<file path="src/rtl/ce_chan_regs.sv">
module ce_chan_regs #(
  parameter int NUM_CH       = 4,
  parameter int ADDR_W       = 12,
  parameter int GLOBAL_BYTES = 128,
  parameter int IDIS_BIT     = 0
) (
  input  logic                   clk,
  input  logic                   rst_n,
  input  logic                   req_valid_i,
  input  logic                   req_write_i,
  input  logic [ADDR_W-1:0]      req_addr_i,
  input  logic [3:0]             req_size_i,
  input  logic [63:0]            req_wdata_i,
  output logic                   rsp_valid_o,
  output logic                   rsp_err_o,
  output logic [63:0]            rsp_rdata_o,
  input  logic [NUM_CH-1:0]      ch_busy_i,
  input  logic [64*NUM_CH-1:0]   ch_status_i,
  input  logic [32*NUM_CH-1:0]   ch_err_set_i,
  input  logic [NUM_CH-1:0]      ch_idis_set_i,
  output logic [16*NUM_CH-1:0]   ctrl_o,
  output logic [64*NUM_CH-1:0]   chain_addr_o,
  output logic [64*NUM_CH-1:0]   compl_addr_o,
  output logic [7:0]             cmd_code_o,
  output logic [NUM_CH-1:0]      cmd_pulse_o
);
  localparam int CIW = ADDR_W - 7;

  localparam logic [6:0] OFF_CTRL = 7'h00, OFF_STAT = 7'h04, OFF_CHLO = 7'h0C,
                         OFF_CHHI = 7'h10, OFF_CMD  = 7'h14, OFF_CPLO = 7'h18,
                         OFF_CPHI = 7'h1C, OFF_ERR  = 7'h28;

  logic [ADDR_W-1:0] rel;
  logic [CIW-1:0]    ch_idx;
  logic [6:0]        off;
  logic              ch_ok, reg_ok, acc_ok, sz4, sz8;

  assign rel    = req_addr_i - ADDR_W'(GLOBAL_BYTES);
  assign ch_idx = rel[ADDR_W-1:7];
  assign off    = rel[6:0];
  assign ch_ok  = (req_addr_i >= ADDR_W'(GLOBAL_BYTES)) &&
                  ({1'b0, ch_idx} < (CIW+1)'(NUM_CH));
  assign sz4    = req_size_i == 4'd4;
  assign sz8    = req_size_i == 4'd8;

  always_comb begin
    case (off)
      OFF_CTRL:           reg_ok = req_size_i == 4'd2;
      OFF_STAT:           reg_ok = sz8;
      OFF_CHLO, OFF_CPLO: reg_ok = sz8 || sz4;
      OFF_CHHI, OFF_CPHI,
      OFF_ERR:            reg_ok = sz4;
      OFF_CMD:            reg_ok = req_size_i == 4'd1;
      default:            reg_ok = 1'b0;
    endcase
  end

  assign acc_ok = ch_ok && reg_ok;

  logic [15:0] ctrl_q  [NUM_CH];
  logic [63:0] chain_q [NUM_CH];
  logic [63:0] compl_q [NUM_CH];
  logic [7:0]  cmd_q   [NUM_CH];
  logic [31:0] err_q   [NUM_CH];
  logic [15:0] ctrl_n  [NUM_CH];
  logic [63:0] chain_n [NUM_CH];
  logic [63:0] compl_n [NUM_CH];
  logic [31:0] err_n   [NUM_CH];
  logic [NUM_CH-1:0] wr_hit;
  logic [31:0] err_flat [NUM_CH];

  always_comb begin
    for (int i = 0; i < NUM_CH; i++) begin
      wr_hit[i]  = req_valid_i && req_write_i && acc_ok && (ch_idx == CIW'(i));
      ctrl_n[i]  = ctrl_q[i];
      chain_n[i] = chain_q[i];
      compl_n[i] = compl_q[i];
      err_n[i]   = err_q[i] & ~((wr_hit[i] && off == OFF_ERR) ? req_wdata_i[31:0] : 32'd0);
      if (wr_hit[i] && off == OFF_CTRL) begin
        ctrl_n[i] = req_wdata_i[15:0];
        ctrl_n[i][IDIS_BIT] = req_wdata_i[IDIS_BIT] ? 1'b0 : ctrl_q[i][IDIS_BIT];
      end
      if (ch_idis_set_i[i]) ctrl_n[i][IDIS_BIT] = 1'b1;
      if (wr_hit[i] && off == OFF_CHLO)
        chain_n[i] = sz8 ? req_wdata_i : {chain_q[i][63:32], req_wdata_i[31:0]};
      if (wr_hit[i] && off == OFF_CHHI)
        chain_n[i] = {req_wdata_i[31:0], chain_q[i][31:0]};
      if (wr_hit[i] && off == OFF_CPLO)
        compl_n[i] = sz8 ? req_wdata_i : {compl_q[i][63:32], req_wdata_i[31:0]};
      if (wr_hit[i] && off == OFF_CPHI)
        compl_n[i] = {req_wdata_i[31:0], compl_q[i][31:0]};
      err_n[i] = err_n[i] | ch_err_set_i[32*i +: 32];
    end
  end

  always_ff @(posedge clk) begin
    for (int i = 0; i < NUM_CH; i++) begin
      if (!rst_n) begin
        ctrl_q[i] <= '0; chain_q[i] <= '0; compl_q[i] <= '0;
        cmd_q[i] <= '0; err_q[i] <= '0;
      end else begin
        ctrl_q[i]  <= ctrl_n[i];
        chain_q[i] <= chain_n[i];
        compl_q[i] <= compl_n[i];
        err_q[i]   <= err_n[i];
        if (wr_hit[i] && off == OFF_CMD) cmd_q[i] <= req_wdata_i[7:0];
      end
    end
  end

  logic [63:0] rd;
  always_comb begin
    rd = '0;
    for (int i = 0; i < NUM_CH; i++) begin
      if (ch_idx == CIW'(i)) begin
        case (off)
          OFF_CTRL: rd = {48'd0, ctrl_q[i]};
          OFF_STAT: rd = {ch_status_i[64*i+1 +: 63], ~ch_busy_i[i]};
          OFF_CHLO: rd = sz8 ? chain_q[i] : {32'd0, chain_q[i][31:0]};
          OFF_CHHI: rd = {32'd0, chain_q[i][63:32]};
          OFF_CMD:  rd = {56'd0, cmd_q[i]};
          OFF_CPLO: rd = sz8 ? compl_q[i] : {32'd0, compl_q[i][31:0]};
          OFF_CPHI: rd = {32'd0, compl_q[i][63:32]};
          OFF_ERR:  rd = {32'd0, err_q[i]};
          default:  rd = '0;
        endcase
      end
    end
  end

  always_ff @(posedge clk) begin
    if (!rst_n) begin
      rsp_valid_o <= 1'b0;
      rsp_err_o   <= 1'b0;
      rsp_rdata_o <= '0;
      cmd_pulse_o <= '0;
      cmd_code_o  <= '0;
    end else begin
      rsp_valid_o <= req_valid_i;
      rsp_err_o   <= req_valid_i && !acc_ok;
      rsp_rdata_o <= (req_valid_i && !req_write_i && acc_ok) ? rd : 64'd0;
      for (int i = 0; i < NUM_CH; i++)
        cmd_pulse_o[i] <= wr_hit[i] && off == OFF_CMD;
      if (|wr_hit && off == OFF_CMD) cmd_code_o <= req_wdata_i[7:0];
    end
  end

  for (genvar g = 0; g < NUM_CH; g++) begin : g_out
    assign ctrl_o[16*g +: 16]       = ctrl_q[g];
    assign chain_addr_o[64*g +: 64] = chain_q[g];
    assign compl_addr_o[64*g +: 64] = compl_q[g];
    assign err_flat[g]              = err_q[g];


    err_no_spurious_set_chk: assert property (@(posedge clk) disable iff (!rst_n)
      ((err_flat[g] & ~$past(err_flat[g]) & ~$past(ch_err_set_i[32*g +: 32])) == 32'd0));
  end


  rsp_follows_req_chk: assert property (@(posedge clk) disable iff (!rst_n)
    req_valid_i |=> rsp_valid_o);


  cmd_onehot_chk: assert property (@(posedge clk) disable iff (!rst_n)
    $onehot0(cmd_pulse_o));


  cmd_after_write_chk: assert property (@(posedge clk) disable iff (!rst_n)
    (|cmd_pulse_o) |-> $past(req_valid_i && req_write_i));


  bad_access_hold_chk: assert property (@(posedge clk) disable iff (!rst_n)
    (req_valid_i && !acc_ok) |=> ($stable(chain_addr_o) && $stable(compl_addr_o)));


  bad_size_err_chk: assert property (@(posedge clk) disable iff (!rst_n)
    (req_valid_i && !(req_size_i inside {4'd1, 4'd2, 4'd4, 4'd8})) |=> rsp_err_o);
endmodule

</file>
<file path="config.mk">
export PLATFORM = sky130hd
export DESIGN_NAME = ce_chan_regs
export DESIGN_NICKNAME = d
export VERILOG_FILES = /design/src/rtl/ce_chan_regs.sv
export SDC_FILE = /design/constraint.sdc
export NUM_CORES = 2
export LEC_CHECK = 0
export BUFFER_PORTS_ARGS = -buffer_cell sky130_fd_sc_hd__buf_4
export CORE_AREA = 10 10 429 431
export CTS_BUF_LIST = sky130_fd_sc_hd__clkbuf_16
export DETAILED_ROUTE_END_ITERATION = 7
export DIE_AREA = 0 0 439 441
export SLEW_MARGIN = 20
export SYNTH_ARGS = -nofsm -noshare
export SYNTH_HDL_FRONTEND = slang
export SYNTH_SLANG_ARGS = --single-unit
</file>
<file path="constraint.sdc">
create_clock -name clk -period 5.9 [get_ports clk]
set_clock_uncertainty 0.05 [all_clocks]
set_input_delay 0 -clock clk [delete_from_list [all_inputs] [get_ports clk]]
set_output_delay 0 -clock clk [all_outputs]
set_load 0.005 [all_outputs]
</file>
==> results.ini <==
[sta]
setup_violations = 0
layout_setup_ws_ns = 1.53
tns_ns = 0
worst_pin_slew_ns = 1.30
fin_crit_sh_pct = 74.0
final_hold_viol_count = 0
slew_headroom_pct = 13.4
finalMaxSlewViolations = 0
rsz0062_at_grt = false
layout_min_cycle_time_ns = 4.37
fmax_mhz = 229

[grt]
antenna_found_initial = 97
grt_max_degree = 81
grt_use_total_pct = 37.1
grt_pass1_vias = 47700
met1_usage_pct = 45.8
met3_usage_pct = 16.4
grt_first_pass_wirelength_um = 486000
grt_overflow = 0
met2_usage_pct = 52.4
grt_busiest_layer = met2

[flow_run]
cap_violations = 0

[worst_setup_path]
worstPathMaxFanout = 39
critPathRequiredTime_ns = 6.51
startpoint_type = input pin
cp.arrival_ns = 4.98
crit_type = in2reg
end_kind = flop

[placed_design]
io_buffer_count = 1125
dpl_cell_area_um2 = 49800
place.gp.congestion = 1.03
dpl_worst_slack_ns = 1.88
hpwl_um = 290000

[synth]
synth.distinct_cells = 83
synth_flop_cell = dfxtp_1
yosysTopAreaCell = dfxtp_1
synth-async-reset-ratio_pct = 0
ys_top_cells_by_area = dfxtp_1 (41%), nand2_1 (6.4%), a22oi_1 (5.3%), o21ai_0 (4.2%), a21oi_1 (4.1%)
netlist_instances = 4673
ys.warnings.count = 0
synth-edff-count = 32
synth_nets = 5149
synth_top_area_share_pct = 40.5
avgSynthCellArea_um2 = 8.27
seq_area_frac_synth_pct = 43.0
synth-seq-cells = 814
synthesis.area_um2 = 38600

[floorplanning]
die_h_um = 441
fp-row-count = 154
dieWidth_um = 439
start_util_pct = 22.0
coreArea_um2 = 175000
dieArea_um2 = 194000
io_pins = 1130

[route]
wirelength_um = 382000
via_per_inst = 6.04
vias = 52400
antenna_left = 0
dr.pass1.iters = 8
wl_per_cell_um = 44.0
drc_errors = 0
dr.first_iter.drc_count = 9883

[finish]
area_growth_pct = 53.5
drive_gt1_share_pct = 26.3
num-nets-final = 6671
fin_area_um2 = 59300

[power]
ir_worst_vdd_mv = 0.221
p_per_area_nw_per_um2 = 237
p_leak_nw = 23.4

[cts]
clk_pin_slew_worst_paths_ns = 0.06
cts.htree.levels = 3
clock-sinks = 814
cts_tree = built
ctsResizeCount = 0
clk_path_buf_depth = 3
cts_inserted_buffers = 105
worstSkewPairLatency_ns = 0.79
cts-root-buf = clkbuf_16

[min_path]
min_path_type = in2reg

[status]
status = completed

[critical path, stage by stage]
cell and delay (ns):
dlygate4sd3_1 0.60, buf_4 0.18, nor4b_4 0.29, buf_4 0.39, nand2_4 0.50, buf_4 0.54, a221oi_1 0.87, a32oi_1 0.20
dlygate4sd3_1 0.61, o21a_1 0.18, dlygate4sd3_1 0.55
[where the power goes]
part           internal [mW]  switching (mW)
Sequential              5.61          0.0642
Clock                   3.94            3.04
Combinational          0.568           0.861
[final timing paths]
kind                   startpoint         endpoint  slack [ns]  cells past startpoint
setup / recovery   req_addr_i[11]  rsp_rdata_o[24]        1.53                     11
hold / removal    ch_status_i[71]   rsp_rdata_o[7]        0.06                      4
setup reg to reg   chain_q[1][22]  rsp_rdata_o[22]        2.69                      7
hold reg to reg    compl_q[3][18]   compl_q[3][18]        0.42                      2
[synthesized netlist by cell type (7+ instances only)]
cell       count
a211oi_1      18
a21o_1        29
a21oi_1      320
a221o_1       29
a221oi_1      78
a222oi_1      43
a22o_1       111
a22oi_1      275
a2bb2oi_1     44
a31o_2        49
a31oi_1      175
a32oi_1        9
and2_1        42
and3_1        19
buf_1         42
buf_2         82
buf_6          7
clkbuf_1     337
dfxtp_1      782
edfxtp_1      32
inv_1        135
mux2_2        42
mux2i_1       41
nand2_1      654
nand2b_1       9
nand3_1      181
nand4_1       17
nor2_1       275
nor3_1        62
nor3_2         7
nor4_1        10
nor4_4        13
o211ai_1      42
o21a_1        47
o21ai_0      324
o221a_2       10
o221ai_1      67
o22ai_1       69
o2bb2ai_1     39
o31ai_1       21
o32ai_1        8
[cell type report]
type | count | area, um2
flip-flops and latches | 814 | 16600
multi-input cells | 3250 | 19800
diodes | 57 | 143
clock inverters | 92 | 926
repair buffers | 1887 | 15700
fillers | 18500 | 116000
inverters | 137 | 522
well taps | 2340 | 2930
clock buffers | 106 | 2650
[sequential cells by signal (all words and copies together), names as in the netlist]
signal,count
ctrl_q,64
err_q,128
cmd_pulse_o,4
compl_q,256
rsp_valid_o,1
cmd_code_o,8
rsp_rdata_o,64
cmd_q,32
chain_q,256
rsp_err_o,1
[layer usage]
metal,routed length (um),share of wire (%)
met5,276,0.072
met4,29200,7.7
met2,154000,40
met1,144000,38
met3,54600,14
[stage by stage]
stage / util [%] / power (mW) / std cells / hold slack, ns
4_1_cts: 33.7 / 14.0 / 8625 / 0.0132
2_1_floorplan: - / 6.14 / 4673 / 0.0717
6_report: 33.8 / 14.1 / 8683 / 0.0584
5_1_grt: 33.8 / 14.3 / 8651 / 0.0656
3_5_place_dp: 28.4 / 6.84 / 7853 / 0.228
3_3_place_gp: 28.4 / 6.84 / 7853 / 0.220
[what timing repair did]
action                    in CTS  in global routing
hold endpoints to repair     753                  0
hold buffers                 574                  0
buffers inserted               0                  0
[cells by family after synthesis]
kind of cell | share of synthesized area, %
muxes | 2.29
DFF | 43.0
xor gates and xnor gates | 0.0227
buffers and inverters | 6.41
and+or+nand+nor | 15.5
AOI/OAI and AO/OA | 32.8
[cell usage in the layout, fill, tap and decap left out, drive strengths merged, types with 78 or more instances in the layout]
cell type / instances
a31oi: 175
nor2: 277
a22o: 111
buf: 1313
nand2: 654
clkbuf: 106
dfxtp: 782
o21ai: 327
a221oi: 78
inv: 158
a22oi: 275
a21oi: 320
dlygate4sd3: 574
nand3: 181
Note: power is estimated with default switching activity, not from simulation.
